==> src/rtl/hub_boot_seq.sv <==
module hub_boot_seq #(
  parameter int unsigned SETTLE    = 16,
  parameter logic [1:0]  ROM_STRAP = 2'b11,
  parameter logic [7:0]  TERM_ADDR = 8'hFF
) (
  input  logic       clk,
  input  logic       rst_n,
  input  logic       refclk_ok,
  input  logic       vreg_good,
  input  logic       pll_locked,
  input  logic [1:0] strap_sel,
  input  logic       sda_in,
  input  logic       scl_in,
  input  logic       mgmt_wr,
  input  logic [7:0] mgmt_addr,
  input  logic       rom_done,
  input  logic       vbus_on,
  input  logic       connect_req,
  input  logic       chg_en,
  output logic [2:0] stage,
  output logic       vreg_en,
  output logic       pll_en,
  output logic       strap_latch,
  output logic       mgmt_busy,
  output logic       pd_en,
  output logic       rom_req,
  output logic       merge_pulse,
  output logic       suspend
);
  localparam int CW = $clog2(SETTLE + 1);
  localparam logic [CW-1:0] LAST = CW'(SETTLE - 1);

  typedef enum logic [2:0] {
    S_STBY = 3'd0, S_HW = 3'd1, S_SW = 3'd2, S_HOST = 3'd3,
    S_CFG = 3'd4, S_IDLE = 3'd5, S_CHG = 3'd6, S_CONN = 3'd7
  } st_t;

  st_t           st, nxt;
  logic [1:0]    strap_q;
  logic          pll_on, latch_q, merge_q;
  logic [CW-1:0] cnt;
  logic [1:0]    sda_s, scl_s;

  wire hw_ready = vreg_good && pll_locked && refclk_ok;
  wire rom_mode = strap_q == ROM_STRAP;
  wire settled  = cnt == LAST;
  wire bus_seen = sda_s[1] && scl_s[1];
  wire term_wr  = mgmt_wr && (mgmt_addr == TERM_ADDR);
  wire cfg_done = (st == S_CFG) && (!rom_mode || rom_done);

  always_comb begin
    nxt = st;
    case (st)
      S_STBY: nxt = S_HW;
      S_HW:   if (hw_ready) nxt = S_SW;
      S_SW:   if (rom_mode) nxt = S_CFG;
              else if (settled) nxt = bus_seen ? S_HOST : S_CFG;
      S_HOST: if (term_wr) nxt = S_CFG;
      S_CFG:  if (cfg_done) nxt = S_IDLE;
      S_IDLE: if (vbus_on) nxt = chg_en ? S_CHG : S_CONN;
      default: nxt = st;
    endcase
  end

  always_ff @(posedge clk or negedge rst_n) begin
    if (!rst_n) begin
      st      <= S_STBY;
      strap_q <= '0;
      pll_on  <= 1'b0;
      latch_q <= 1'b0;
      merge_q <= 1'b0;
      cnt     <= '0;
      sda_s   <= '0;
      scl_s   <= '0;
    end else begin
      st      <= nxt;
      sda_s   <= {sda_s[0], sda_in};
      scl_s   <= {scl_s[0], scl_in};
      latch_q <= (st == S_HW) && hw_ready;
      merge_q <= cfg_done;
      if (st == S_HW && vreg_good) pll_on <= 1'b1;
      if (st == S_HW && hw_ready) strap_q <= strap_sel;
      if (st == S_SW && !rom_mode) cnt <= cnt + 1'b1;
      else cnt <= '0;
    end
  end

  assign stage       = st;
  assign vreg_en     = st != S_STBY;
  assign pll_en      = pll_on;
  assign strap_latch = latch_q;
  assign mgmt_busy   = (st == S_STBY) || (st == S_HW);
  assign pd_en       = (st == S_SW) && !rom_mode;
  assign rom_req     = (st == S_CFG) && rom_mode && !rom_done;
  assign merge_pulse = merge_q;
  assign suspend     = (st == S_IDLE) && !vbus_on && !connect_req;
endmodule

==> config.mk <==
export PLATFORM = sky130hd
export DESIGN_NAME = hub_boot_seq
export DESIGN_NICKNAME = d
export VERILOG_FILES = /design/src/rtl/hub_boot_seq.sv
export SDC_FILE = /design/constraint.sdc
export NUM_CORES = 1
export LEC_CHECK = 0
export ABC_AREA = 0
export BUFFER_PORTS_ARGS = -buffer_cell sky130_fd_sc_hd__buf_2
export CORE_MARGIN = 5
export CORE_UTILIZATION = 45
export CTS_CLUSTER_SIZE = 16
export DETAILED_ROUTE_END_ITERATION = 8
export PLACE_DENSITY_LB_ADDON = 0.3
export SLEW_MARGIN = 10
export SYNTH_ARGS = -nofsm -noshare
export SYNTH_HDL_FRONTEND = slang
export SYNTH_SLANG_ARGS = --single-unit
export TNS_END_PERCENT = 1
==> constraint.sdc <==
create_clock -name clk -period 2.67 [get_ports clk]
set_input_delay 0.6675 -clock clk [delete_from_list [all_inputs] [get_ports clk]]
set_output_delay 0.6675 -clock clk [all_outputs]
set_load 0.05 [all_outputs]
==> flow_summary.ini <==
[logic_synthesis]
netlist_top_cells_count = dfrtp_1, nand3_1, nor2_1
yosysSeqAreaShare = 0.485
syn-cell-area_um2 = 877
synth.net_count = 105
avgSynthCellArea_um2 = 11.2
synth_largest_area_cell = dfrtp_1
ys_seq_elements = 17
synth_top_area_frac = 0.485
synth_area_leaders = dfrtp_1, ha_1, nand3_1, mux2_1, mux2_2
async_reset_ff_frac = 1.00
post-synth-top-count-cell = dfrtp_1
syn_inst = 78
synth_warnings = 0
synth.distinct_cells = 34
synth-main-ff-cell = dfrtp_1
synth-edff-count = 0

[power]
clock_power_share = 0.120
comb_power_share = 0.539
p_per_area_nw_per_um2 = 1000
switchingPower_w = 0.000512
p_leak_nw = 0.557
p_int_w = 0.000582
seqPwrFrac = 0.341
vdd_drop_max_mv = 0.464
p_total_w = 0.00109
sw_frac_of_total = 0.468

[clock_network]
cts.htree.levels = 1
cts_resized = 0
cts.path.max_buffers = 2
clockRootBuffer = clkbuf_4
cts_sinks = 17
postCtsSetupRepairBufs = 0
cts_hold_buf = 0
cts_tree = done
cts_buffers = 3
clk-insertion-delay-late_ns = 0.28
clkTransAtPathRegs_ns = 0.10

[grt]
grt_max_degree = 18
antenna_found_initial = 0
grt_pass1_wl_um = 2650
gr-total-overflow = 0
grt_pass1_vias = 644
grt_use_total = 0.127

[floorplan]
pin_count = 33
initial_core_util = 0.461
die_h_um = 54.2
dieArea_um2 = 2930
core_um2 = 1900
fp.dieW_um = 54.2
rows = 16

[worst_setup_path]
endpoint_kind = output pin
critPathKind = register to output pin
startpoint_type = register
critPathArrivalTime_ns = 1.70
path_max_fanout = 12
worstPathCellList = nor4bb_2 -> nor2b_1 -> buf_2
max_stage_delay_ns = 0.58
critical_path.top_delay_family = flip-flops
crit_required_ns = 2.00
cp_num_buf_inv = 1
crit_path_top_delay_cell = dfrtp_1

[finish]
areaGrowthSynthToFinish_pct = 24.3
num-nets-final = 141
diodes = 0
drive_above_1_share = 0.416
fin_util = 0.573

[worst_hold_path]
hold_class = primary input to async pin

[timing]
fin_crit_sh = 0.885
rsz0062_at_grt = no
finalMaxSlewViolations = 0
hold_viol = 0
setup_violations = 0
period_needed_ns = 2.36
fin_ws_ns = 0.306
maxSlewHeadroom = 0.731
finalSetupTns_ns = 0
clock.fmax_mhz = 423
tightest_slew_ns = 0.404
fin_hold_ws_ns = 0.289
fin_skew_ns = 0.00476

[drt]
final_antenna_net_count = 0
drt-total-wl_um = 1740
vias = 695
drtIter0Drc = 6
wl_per_cell_um = 12.5
vias_per_cell = 4.96
drcViolationCount = 0
dr.pass1.iters = 4

[placed_design]
gp_congestion = 0.842
dp_hpwl_um = 1400
place.port_buffers = 32
pre_cts_slack_ns = 0.461

[flow_run]
cap_violations = 0

[outcome]
status = completed
[layer usage]
metal | GRT usage | part of all wire
met1 | 0.148 | 0.42
met2 | 0.215 | 0.49
met3 | 0.0388 | 0.077
met4 | 0.0498 | 0.0086
met5 | 0 | 0
[metrics by stage]
step           area [um2]  instances
4_1_cts              1090        140
6_report             1090        140
3_3_place_gp         1060        136
2_1_floorplan         877         78
3_5_place_dp         1060        136
5_1_grt              1090        140
[registers in the layout (all words and copies together), names as in the netlist]
signal	cells
strap_latch	1
scl_s	2
strap_q	2
stage	3
pll_en	1
merge_pulse	1
sda_s	2
cnt	5
[cell usage in the layout, fill, tap and decap left out, types with 2 or more instances in the layout]
cell type	instances
mux2_2	2
clkbuf_4	3
mux2_1	2
nand2_1	4
ha_1	5
dfrtp_1	17
and3_1	3
inv_1	5
nand3_1	6
a21oi_1	3
nor2_1	6
buf_2	32
nand4_1	2
[cell type report]
| type | count | area, um2 |
|---|---|---|
| well taps | 27 | 33.8 |
| repair buffers | 33 | 168 |
| clock inverters | 1 | 5.00 |
| fillers | 174 | 812 |
| multi-input cells | 54 | 417 |
| inverters | 5 | 18.8 |
| clock buffers | 3 | 22.5 |
| flip-flops and latches | 17 | 425 |
[final timing paths]
path	start	end	slack, ns	cells past startpoint
max in group asynchronous	rst_n	cnt[3]	2.10	1
hold / removal	rst_n	strap_latch	0.29	1
hold reg to reg	sda_s[0]	sda_s[1]	0.36	0
setup reg to reg	stage[2]	stage[2]	0.88	5
setup / recovery	stage[2]	suspend	0.31	3
min in group clk	sda_s[0]	sda_s[1]	0.36	0
[cell families after synthesis]
logic type	synth area share
AOI/OAI and AO/OA	0.127
muxes	0.0514
and+or+nand+nor	0.205
xor gates and xnor gates	0.0200
buffers and inverters	0.0399
adders and majority gates	0.0713
DFF	0.485
[power by group through the flow]
stage                     combinational [W]  sequential (W)  clock (W)
final                              0.000590        0.000373   0.000131
after global placement             0.000586        0.000373          0
after detailed placement           0.000595        0.000377          0
after floorplan                    0.000422        0.000429          0
after global routing               0.000648        0.000378   0.000149
after CTS                          0.000596        0.000371   0.000138
(Power assumes the default switching activity.)
